<file path="config.mk">
export PLATFORM = sky130hd
export DESIGN_NAME = wrr_phase_arbiter
export DESIGN_NICKNAME = d
export VERILOG_FILES = /design/src/rtl/wrr_arb_pkg.sv /design/src/rtl/wrr_shadow_ram.sv /design/src/rtl/wrr_active_table.sv /design/src/rtl/wrr_grant_engine.sv /design/src/rtl/wrr_phase_arbiter.sv
export SDC_FILE = /design/constraint.sdc
export NUM_CORES = 2
export LEC_CHECK = 0
export ABC_AREA = 0
export BUFFER_PORTS_ARGS = -buffer_cell sky130_fd_sc_hd__buf_2
export CORE_UTILIZATION = 55
export DETAILED_ROUTE_END_ITERATION = 8
export PLACE_DENSITY = 0.71
export SLEW_MARGIN = 40
export SYNTH_ARGS = -nofsm -noshare
export SYNTH_HDL_FRONTEND = slang
export SYNTH_SLANG_ARGS = --single-unit
</file>
<file path="constraint.sdc">
create_clock -name clk -period 4.6 [get_ports clk]
set_input_delay 0.69 -clock clk [delete_from_list [all_inputs] [get_ports clk]]
set_output_delay 0.69 -clock clk [all_outputs]
set_load 0.01 [all_outputs]
</file>
<file path="src/rtl/wrr_arb_pkg.sv">
package wrr_arb_pkg;
  localparam int unsigned DEF_PORT_W    = 4;
  localparam int unsigned DEF_NUM_PORTS = 7;
  localparam int unsigned DEF_MIN_RUN   = 3;

  function automatic int unsigned idx_width(input int unsigned n);
    return (n < 2) ? 1 : $clog2(n);
  endfunction
endpackage

</file>
<file path="src/rtl/wrr_shadow_ram.sv">
module wrr_shadow_ram #(
  parameter int unsigned DEPTH  = 128,
  parameter int unsigned DATA_W = 4,
  localparam int unsigned AW    = wrr_arb_pkg::idx_width(DEPTH)
) (
  input  logic              clk,
  input  logic              we,
  input  logic [AW-1:0]     addr,
  input  logic [DATA_W-1:0] wdata,
  output logic [DATA_W-1:0] rdata,
  input  logic [AW-1:0]     ld_addr,
  output logic [DATA_W-1:0] ld_q
);
  logic [DATA_W-1:0] mem [DEPTH];

  // software port: write plus read-first registered read
  always_ff @(posedge clk) begin
    if (we) mem[addr] <= wdata;
    rdata <= mem[addr];
  end

  // loader read port
  always_ff @(posedge clk) begin
    ld_q <= mem[ld_addr];
  end
endmodule

</file>
<file path="src/rtl/wrr_active_table.sv">
module wrr_active_table #(
  parameter int unsigned DEPTH  = 128,
  parameter int unsigned DATA_W = 4,
  localparam int unsigned AW    = wrr_arb_pkg::idx_width(DEPTH),
  localparam int unsigned CW    = wrr_arb_pkg::idx_width(DEPTH + 1)
) (
  input  logic              clk,
  input  logic              rst,
  input  logic              load_start,
  output logic [AW-1:0]     ld_addr,
  input  logic [DATA_W-1:0] ld_q,
  input  logic [AW-1:0]     rd_a_addr,
  output logic [DATA_W-1:0] rd_a_port,
  input  logic [AW-1:0]     rd_b_addr,
  output logic [DATA_W-1:0] rd_b_port,
  output logic              busy,
  output logic              done
);
  localparam logic [DATA_W-1:0] RESERVED_CODE = '1;

  logic [DATA_W-1:0] tbl [DEPTH];
  logic [CW-1:0]     rd_cnt;
  logic              wr_vld;
  logic [AW-1:0]     wr_idx;
  logic              rd_more;

  assign rd_more = (rd_cnt < CW'(DEPTH));
  assign ld_addr = rd_more ? AW'(rd_cnt) : '0;
  assign done    = wr_vld && (wr_idx == AW'(DEPTH - 1));

  always_ff @(posedge clk) begin
    if (rst) begin
      busy   <= 1'b0;
      rd_cnt <= '0;
      wr_vld <= 1'b0;
      wr_idx <= '0;
    end else if (!busy) begin
      if (load_start) begin
        busy   <= 1'b1;
        rd_cnt <= '0;
        wr_vld <= 1'b0;
      end
    end else begin
      wr_vld <= rd_more;
      wr_idx <= AW'(rd_cnt);
      if (rd_more) rd_cnt <= rd_cnt + CW'(1);
      if (done) busy <= 1'b0;
    end
  end

  always_ff @(posedge clk) begin
    if (rst) begin
      for (int i = 0; i < int'(DEPTH); i++) tbl[i] <= RESERVED_CODE;
    end else if (busy && wr_vld) begin
      tbl[wr_idx] <= ld_q;
    end
  end

  assign rd_a_port = tbl[rd_a_addr];
  assign rd_b_port = tbl[rd_b_addr];

  // accepted start raises busy
  p_start_busy_r7: assert property (@(posedge clk) disable iff (rst)
    (load_start && !busy) |=> busy);
  // busy only rises from an accepted start
  p_busy_cause_r7: assert property (@(posedge clk) disable iff (rst)
    $rose(busy) |-> $past(load_start));
  // busy ends only on the last entry write
  p_busy_end_r7: assert property (@(posedge clk) disable iff (rst)
    $fell(busy) |-> $past(wr_idx) == AW'(DEPTH - 1));
endmodule

</file>
<file path="src/rtl/wrr_grant_engine.sv">
module wrr_grant_engine #(
  parameter int unsigned DEPTH     = 128,
  parameter int unsigned PORT_W    = 4,
  parameter int unsigned NUM_PORTS = 7,
  parameter int unsigned MIN_RUN   = 3,
  localparam int unsigned AW       = wrr_arb_pkg::idx_width(DEPTH),
  localparam int unsigned RW       = wrr_arb_pkg::idx_width(MIN_RUN + 1)
) (
  input  logic                 clk,
  input  logic                 rst,
  input  logic                 tick,
  input  logic                 busy,
  input  logic                 load_done,
  input  logic [NUM_PORTS-1:0] req,
  output logic [AW-1:0]        cur_addr,
  input  logic [PORT_W-1:0]    cur_port,
  output logic [AW-1:0]        nxt_addr,
  input  logic [PORT_W-1:0]    nxt_port,
  output logic [NUM_PORTS-1:0] gnt
);
  logic [AW-1:0]        ph;
  logic [RW-1:0]        run;
  logic                 qualified;
  logic [NUM_PORTS-1:0] sel;

  assign cur_addr  = ph;
  assign nxt_addr  = (ph == AW'(DEPTH - 1)) ? '0 : ph + AW'(1);
  assign qualified = (run == RW'(MIN_RUN));

  generate
    for (genvar p = 0; p < int'(NUM_PORTS); p++) begin : g_sel
      assign sel[p] = qualified && (cur_port == PORT_W'(p)) && req[p];
    end
  endgenerate

  always_ff @(posedge clk) begin
    if (rst || load_done) begin
      ph  <= '0;
      run <= RW'(1);
    end else if (!busy && tick) begin
      ph <= nxt_addr;
      if (nxt_port != cur_port) run <= RW'(1);
      else if (run != RW'(MIN_RUN)) run <= run + RW'(1);
    end
  end

  always_ff @(posedge clk) begin
    if (rst || busy) gnt <= '0;
    else             gnt <= sel;
  end

  // one grant at most
  p_onehot_gnt_r5: assert property (@(posedge clk) disable iff (rst)
    $onehot0(gnt));
  // no grant following a busy cycle
  p_quiet_load_r8: assert property (@(posedge clk) disable iff (rst)
    busy |=> gnt == '0);
  // a grant implies a full run length at the previous edge
  p_min_run_r3: assert property (@(posedge clk) disable iff (rst)
    (|gnt) |-> $past(run) == RW'(MIN_RUN));
  // pointer wraps to zero
  p_wrap_r1: assert property (@(posedge clk) disable iff (rst)
    (tick && !busy && !load_done && ph == AW'(DEPTH - 1)) |=> ph == '0);
  // ticks ignored while loading
  p_hold_r8: assert property (@(posedge clk) disable iff (rst)
    (busy && !load_done) |=> $stable(ph));

  generate
    for (genvar p = 0; p < int'(NUM_PORTS); p++) begin : g_chk
      // grant requires the request one edge earlier
      p_gnt_req_r4: assert property (@(posedge clk) disable iff (rst)
        gnt[p] |-> $past(req[p]));
    end
  endgenerate
endmodule

</file>
<file path="src/rtl/wrr_phase_arbiter.sv">
module wrr_phase_arbiter #(
  parameter int unsigned NUM_PHASES = 128,
  parameter int unsigned PORT_W     = wrr_arb_pkg::DEF_PORT_W,
  parameter int unsigned NUM_PORTS  = wrr_arb_pkg::DEF_NUM_PORTS,
  parameter int unsigned MIN_RUN    = wrr_arb_pkg::DEF_MIN_RUN,
  localparam int unsigned AW        = wrr_arb_pkg::idx_width(NUM_PHASES)
) (
  input  logic                 clk,
  input  logic                 rst,
  input  logic [NUM_PORTS-1:0] req,
  output logic [NUM_PORTS-1:0] gnt,
  input  logic                 phase_tick,
  input  logic                 cfg_we,
  input  logic [AW-1:0]        cfg_addr,
  input  logic [PORT_W-1:0]    cfg_wdata,
  output logic [PORT_W-1:0]    cfg_rdata,
  input  logic                 load_start,
  output logic                 load_busy
);
  logic [AW-1:0]     ld_addr;
  logic [PORT_W-1:0] ld_q;
  logic [AW-1:0]     cur_addr, nxt_addr;
  logic [PORT_W-1:0] cur_port, nxt_port;
  logic              load_done;

  wrr_shadow_ram #(.DEPTH(NUM_PHASES), .DATA_W(PORT_W)) u_shadow (
    .clk(clk), .we(cfg_we), .addr(cfg_addr), .wdata(cfg_wdata),
    .rdata(cfg_rdata), .ld_addr(ld_addr), .ld_q(ld_q)
  );

  wrr_active_table #(.DEPTH(NUM_PHASES), .DATA_W(PORT_W)) u_active (
    .clk(clk), .rst(rst), .load_start(load_start),
    .ld_addr(ld_addr), .ld_q(ld_q),
    .rd_a_addr(cur_addr), .rd_a_port(cur_port),
    .rd_b_addr(nxt_addr), .rd_b_port(nxt_port),
    .busy(load_busy), .done(load_done)
  );

  wrr_grant_engine #(
    .DEPTH(NUM_PHASES), .PORT_W(PORT_W),
    .NUM_PORTS(NUM_PORTS), .MIN_RUN(MIN_RUN)
  ) u_engine (
    .clk(clk), .rst(rst), .tick(phase_tick), .busy(load_busy),
    .load_done(load_done), .req(req),
    .cur_addr(cur_addr), .cur_port(cur_port),
    .nxt_addr(nxt_addr), .nxt_port(nxt_port),
    .gnt(gnt)
  );
endmodule

</file>
# Yosys cells after proc, flatten, opt, wreduce, memory -nomap -nowiden
# Memories as Yosys holds them, arrays and structs flattened. A register that Yosys moved wholly into a read port is not among the register bits.
# Cells that the tools add are included.
# op_classes
n_div	0
shift	0
bitwise_logic	0
eq_ne	12
mux	24
reduce_logical	26
n_addsub	3
order_cmp	1
n_mul	0
# ops
op	count
$mux W7	5
$mux W8	3
$logic_and A1 B1 Y1	17
$eq A7 B7 Y1 const B	2
$mux W1	13
$eq A4 B3 Y1 const B	3
$add A8 B1 Y8 const B	1
$eq A4 B2 Y1 const B	2
$lt A8 B8 Y1 const B	1
$add A7 B1 Y7 const B	1
$eq A4 B1 Y1 const B	1
$logic_not A4 Y1	1
$mux W2	2
$mux W4	1
$ne A2 B2 Y1 const B	2
$ne A4 B4 Y1	1
$reduce_and A2 Y1	2
$reduce_bool A2 Y1	2
$reduce_or A4 Y1	1
$add A2 B1 Y2 const B	1
$eq A2 B2 Y1 const B	1
$logic_or A1 B1 Y1	2
$logic_not A1 Y1	1
# word_totals
rom_bits	0
elab_cells	75
inputBits	23
latch_bits	0
regBits	33
memories	2
ramBits	1024
out_inout_bits	12
# mem_list
name	depth	word_bits	rd	rd_clocked_by_memory_dff	write_ports	line_no	source
u_active.tbl	128	4	2	1	128	wrr_active_table.sv:21	logic [DATA_W-1:0] tbl [DEPTH];
u_shadow.mem	128	4	2	2	1	wrr_shadow_ram.sv:14	logic [DATA_W-1:0] mem [DEPTH];

# Longest topological paths before layout
# logic_depth
word_depth	6
ltp_mapped	18
depth_no_buf	12

# By module
# A second synthesis with hierarchy kept.
# hier_totals
hier_cells	3434
area_unflattened_um2	54643.7
# by_module_without_submodules
module	area_each_um2	seq_area_each_um2	cells_per_inst	instances
wrr_active_table	29284.3	15715.1	1900	1
wrr_shadow_ram	24532.3	15534.9	1434	1
wrr_grant_engine	827.0	320.3	100	1

# Worst setup path after synthesis
# No wires, ideal clock.
# synth_timing
kind	register to register
startpoint	register u_engine.ph[0] (netlist: u_engine.cur_addr[0])
endpoint	register u_engine.run[0]
t_arrival_ns	3.288
stages_incl_launch_ff	16
setup_time_ns	0.124
required_ns	4.476
n_path_buf	3
slack_ns	1.188
period_less_slack_ns	3.412
cell_sequence	dfxtp_1 ha_1 buf_6 and3_4 buf_6 a21oi_4 buf_12 mux4_1 a222oi_1 and4_1 a211oi_1 a211oi_1 xnor2_1 nand4b_2 nor3_2 mux2i_1
# synth_between
elab_chain_len	6
elab_cells_between_ends	8
cone_classes	add/sub (1); eq/ne (2); mux (2); reduce/logical (2); memory (1)
# synth_rtl
element	line_no	source
start, declared	wrr_grant_engine.sv:21	logic [AW-1:0] ph;
start signal, assigned	wrr_grant_engine.sv:41	ph <= nxt_addr;
$add A7 B1 Y7 or $eq A7 B7 Y1 (tied branches)	wrr_grant_engine.sv:27	assign nxt_addr = (ph == AW'(DEPTH - 1)) ? '0 : ph + AW'(1);
$mux W7 (*)	wrr_grant_engine.sv:27	
$mem_v2 Z128 W4 (*)	-	
$ne A4 B4 Y1 (*)	wrr_grant_engine.sv:42	if (nxt_port != cur_port) run <= RW'(1);
$reduce_bool A2 Y1 (no line)	-	
$reduce_and A2 Y1 (no line)	-	
end signal, assigned	wrr_grant_engine.sv:43	else if (run != RW'(MIN_RUN)) run <= run + RW'(1);
end, declared	wrr_grant_engine.sv:22	logic [RW-1:0] run;
# Every way passes the cells marked *; elsewhere a longest branch is shown, timed or not.
# A chain may end at the register's enable or synchronous reset.

# Final worst setup path
# layout_timing
startpoint	register u_engine.ph[1] (netlist: u_engine.cur_addr[1])
endpoint	register u_engine.run[1]
# Same word-level chain as after synthesis.

==> flow_metrics.py <==
metrics = {
    "routing": {
        "ant_nets": 0,
        "dr.pass1.iters": 6,
        "drt_wl_total_um": 175000,
        "wl_per_cell_um": 33.5,
        "drtIter0Drc": 6127,
        "num_vias": 38900,
        "routed_via_density": 7.44,
        "drc": 0,
    },
    "outcome": {
        "status": "finished, final reports clean",
    },
    "synth": {
        "synth_top_cell_by_area": "edfxtp_1",
        "postSynthAreaPerCell_um2": 13.6,
        "yosys-top-cells-area": "edfxtp_1 56%, mux4_2 11%, or3_1 6.0%",
        "syn_nets": 4018,
        "ys_ff_latch": 1072,
        "syn_inst": 3992,
        "synth_edf_count": 1024,
        "synthArstFlopShare_pct": 0,
        "yosys-top-cells-count": "1024 x edfxtp_1, 518 x or3_1, 356 x clkbuf_1",
        "synth_top_area_share_pct": 56.5,
        "synth_cell_types": 80,
        "synth-seq-area-share_pct": 58.3,
        "synth_most_common_cell": "edfxtp_1",
        "syn_area_um2": 54400,
        "yosysWarnings": 0,
        "synth_ff_type": "edfxtp_1",
    },
    "critical_path": {
        "worstPathRequired_ns": 5.20,
        "cp_num_cells": 13,
        "reg2reg_slack_ns": 0.61,
        "crit_end": "u_engine.run[1]",
        "r2r-end": "u_engine.run[1]",
        "worst-r2r-cell-count": 13,
        "crit_start": "u_engine.cur_addr[1]",
        "criticalPathCategory": "register to register",
        "worstPathMaxFanout": 39,
        "critPathCaptureType": "register",
        "slowest_delay_ns": 0.76,
        "r2r_start": "u_engine.cur_addr[1]",
        "crit_path_start_kind": "register",
        "crit_chain": "ha_4, nand3_1, o21ai_4, buf_12, nand2_1, a2111oi_0, nor3_1, o2111a_1, nor4_4, mux2i_1, nand4b_2, o22ai_2, a22o_1",
        "worst-path-buf-inv": 1,
        "critPathTopFamily": "compound AO/OA/AOI/OAI gates",
        "slowest_stage": "a2111oi_0",
        "cp.arrival_ns": 4.60,
    },
    "clock_network": {
        "root_buffer": "clkbuf_16",
        "cts-resized-gates": 0,
        "cts_hold_buf": 0,
        "clk_pin_slew_worst_paths_ns": 0.07,
        "cts_inserted_buffers": 108,
        "post_cts_buffers": 0,
        "cts_tree": "yes",
        "cts_sinks": 1072,
        "cts_buffer_depth": 3,
        "cts-htree-levels": 3,
        "insertion_delay_ns": 0.73,
    },
    "layout": {
        "final_nets": 3879,
        "area_delta_synth_final_pct": 9.66,
        "layout.area.seq_um2": 31700,
        "multi_input_comb_area_um2": 20900,
        "fill_cells": 7382,
        "drive_gt1_share_pct": 18.7,
    },
    "timing": {
        "setup_ws_ns": 0.608,
        "finalCritPeriodShare_pct": 86.8,
        "setup-tns-final_ns": 0,
        "fin_crit_ns": 3.99,
        "slew_violations": 0,
        "setup_viol": 0,
        "hold_viol_final": 0,
        "slew_headroom_pct": 33.2,
        "holdWs_ns": 0.200,
        "grt_setup_unrepaired": "false",
        "worst_clock_skew_ns": 0.0291,
        "worstMarginPinSlew_ns": 0.996,
        "fmax_ghz": 0.251,
    },
    "die": {
        "ios": 35,
        "die_x_um": 317,
        "die_y_um": 317,
        "core_area_um2": 98300,
        "die_area_um2": 100000,
        "rows": 115,
        "initial_core_util_pct": 55.4,
    },
    "min_path": {
        "min_path_type": "primary input to register",
    },
    "power_and_ir_drop": {
        "finalPower_mw": 21.3,
        "powerDensity_nw_per_um2": 357,
        "p_leak_nw": 16.0,
        "peakVddDrop_uv": 355,
    },
    "placement": {
        "pre_cts_slack_ns": 0.731,
        "gp_congestion": 1.02,
        "dp_hpwl_um": 115000,
        "port_buffers": 34,
    },
    "grt": {
        "grt_pass1_vias": 37000,
        "grtUsageTotal_pct": 34.8,
        "antenna_found_initial": 3,
        "overflow": 0,
        "grt_max_degree": 98,
        "grt_pass1_wl_um": 255000,
    },
    "flow_run": {
        "max_cap_viol_count": 0,
    },
}
-- area by class of cell --
cell class	count	share of cell area, %
Antenna cell	1	0.00419
Clock buffer	134	4.76
Clock inverter	65	1.20
Inverter	7	0.0440
Multi-Input combinational cell	2457	35.0
Sequential cell	1072	53.2
Tap cell	1287	2.70
Timing Repair Buffer	207	3.10
-- sequential cells by signal (all words and copies together), names as in the netlist, named ones only --
signal,count
u_active.busy,1
u_active.wr_vld,1
u_active.tbl,512
u_engine.run,2
u_shadow.ld_q,4
u_shadow.mem,512
u_engine.cur_addr,7
u_active.rd_cnt,8
u_shadow.rdata,4
u_engine.gnt,7
u_active.wr_idx,7
-- metrics by stage --
stage / instances / util, % / instance area [µm²]
CTS: 5228 / 60.7 / 59600
floorplan: 3992 / - / 54400
finish: 5230 / 60.7 / 59700
detailed placement: 5029 / 57.1 / 56100
global route: 5229 / 60.7 / 59700
global placement: 5022 / 56.9 / 55900
-- kinds of logic after synthesis --
kind of cell / count (synthesis) / share of synthesized area (%)
adder cells (fa/ha/maj): 3 / 0.0690
multiplexers: 450 / 15.0
AND/OR/NAND/NOR: 1170 / 11.5
XOR/XNOR: 16 / 0.257
buffers and inverters: 463 / 3.72
AO/OA/AOI/OAI: 818 / 11.2
flip-flops: 1072 / 58.3
-- cells in the final DEF (no fill, tap or decap), types with 68 or more instances in the layout --
cell type / instances
nor2_1: 186
mux4_2: 272
o21bai_1: 128
a22oi_1: 156
or3_1: 518
a211oi_1: 86
buf_4: 141
mux2i_1: 131
nand2_1: 181
o22ai_1: 79
clkbuf_16: 108
edfxtp_1: 1024
a31oi_1: 68
-- worst register-to-register path: stages, from the launching register on --
cell and delay [ns]:
dfxtp_1 0.51, ha_4 0.27, nand3_1 0.30, o21ai_4 0.33, buf_12 0.28, nand2_1 0.10, a2111oi_0 0.76, nor3_1 0.17
o2111a_1 0.22, nor4_4 0.23, mux2i_1 0.21, nand4b_2 0.17, o22ai_2 0.10, a22o_1 0.25
-- routing by layer --
layer | track usage [%] | up-vias | share of wire (%)
met5 | 0 | - | 0.028
met2 | 55.5 | 2962 | 47
met4 | 19.4 | 6 | 6.4
met3 | 6.10 | 617 | 11
li1 | - | 15900 | -
met1 | 45.5 | 19400 | 36
-- how the worst min path moves through the flow --
stage	from	end	slack (ns)	cells after the start
global placement	u_engine.run[0]	u_engine.run[0]	0.46	1
CTS	req[2]	u_engine.gnt[2]	0.17	2
detailed placement	u_engine.run[0]	u_engine.run[0]	0.47	1
floorplan	u_engine.run[0]	u_engine.run[0]	0.45	1
finish	req[2]	u_engine.gnt[2]	0.20	2
global route	req[2]	u_engine.gnt[2]	0.20	2
-- power by group --
| part | internal [mW] | switching (mW) |
|---|---|---|
| Clock | 4.98 | 3.91 |
| Combinational | 0.550 | 1.08 |
| Sequential | 10.7 | 0.0843 |
Note: power is estimated with default switching activity, not from simulation.
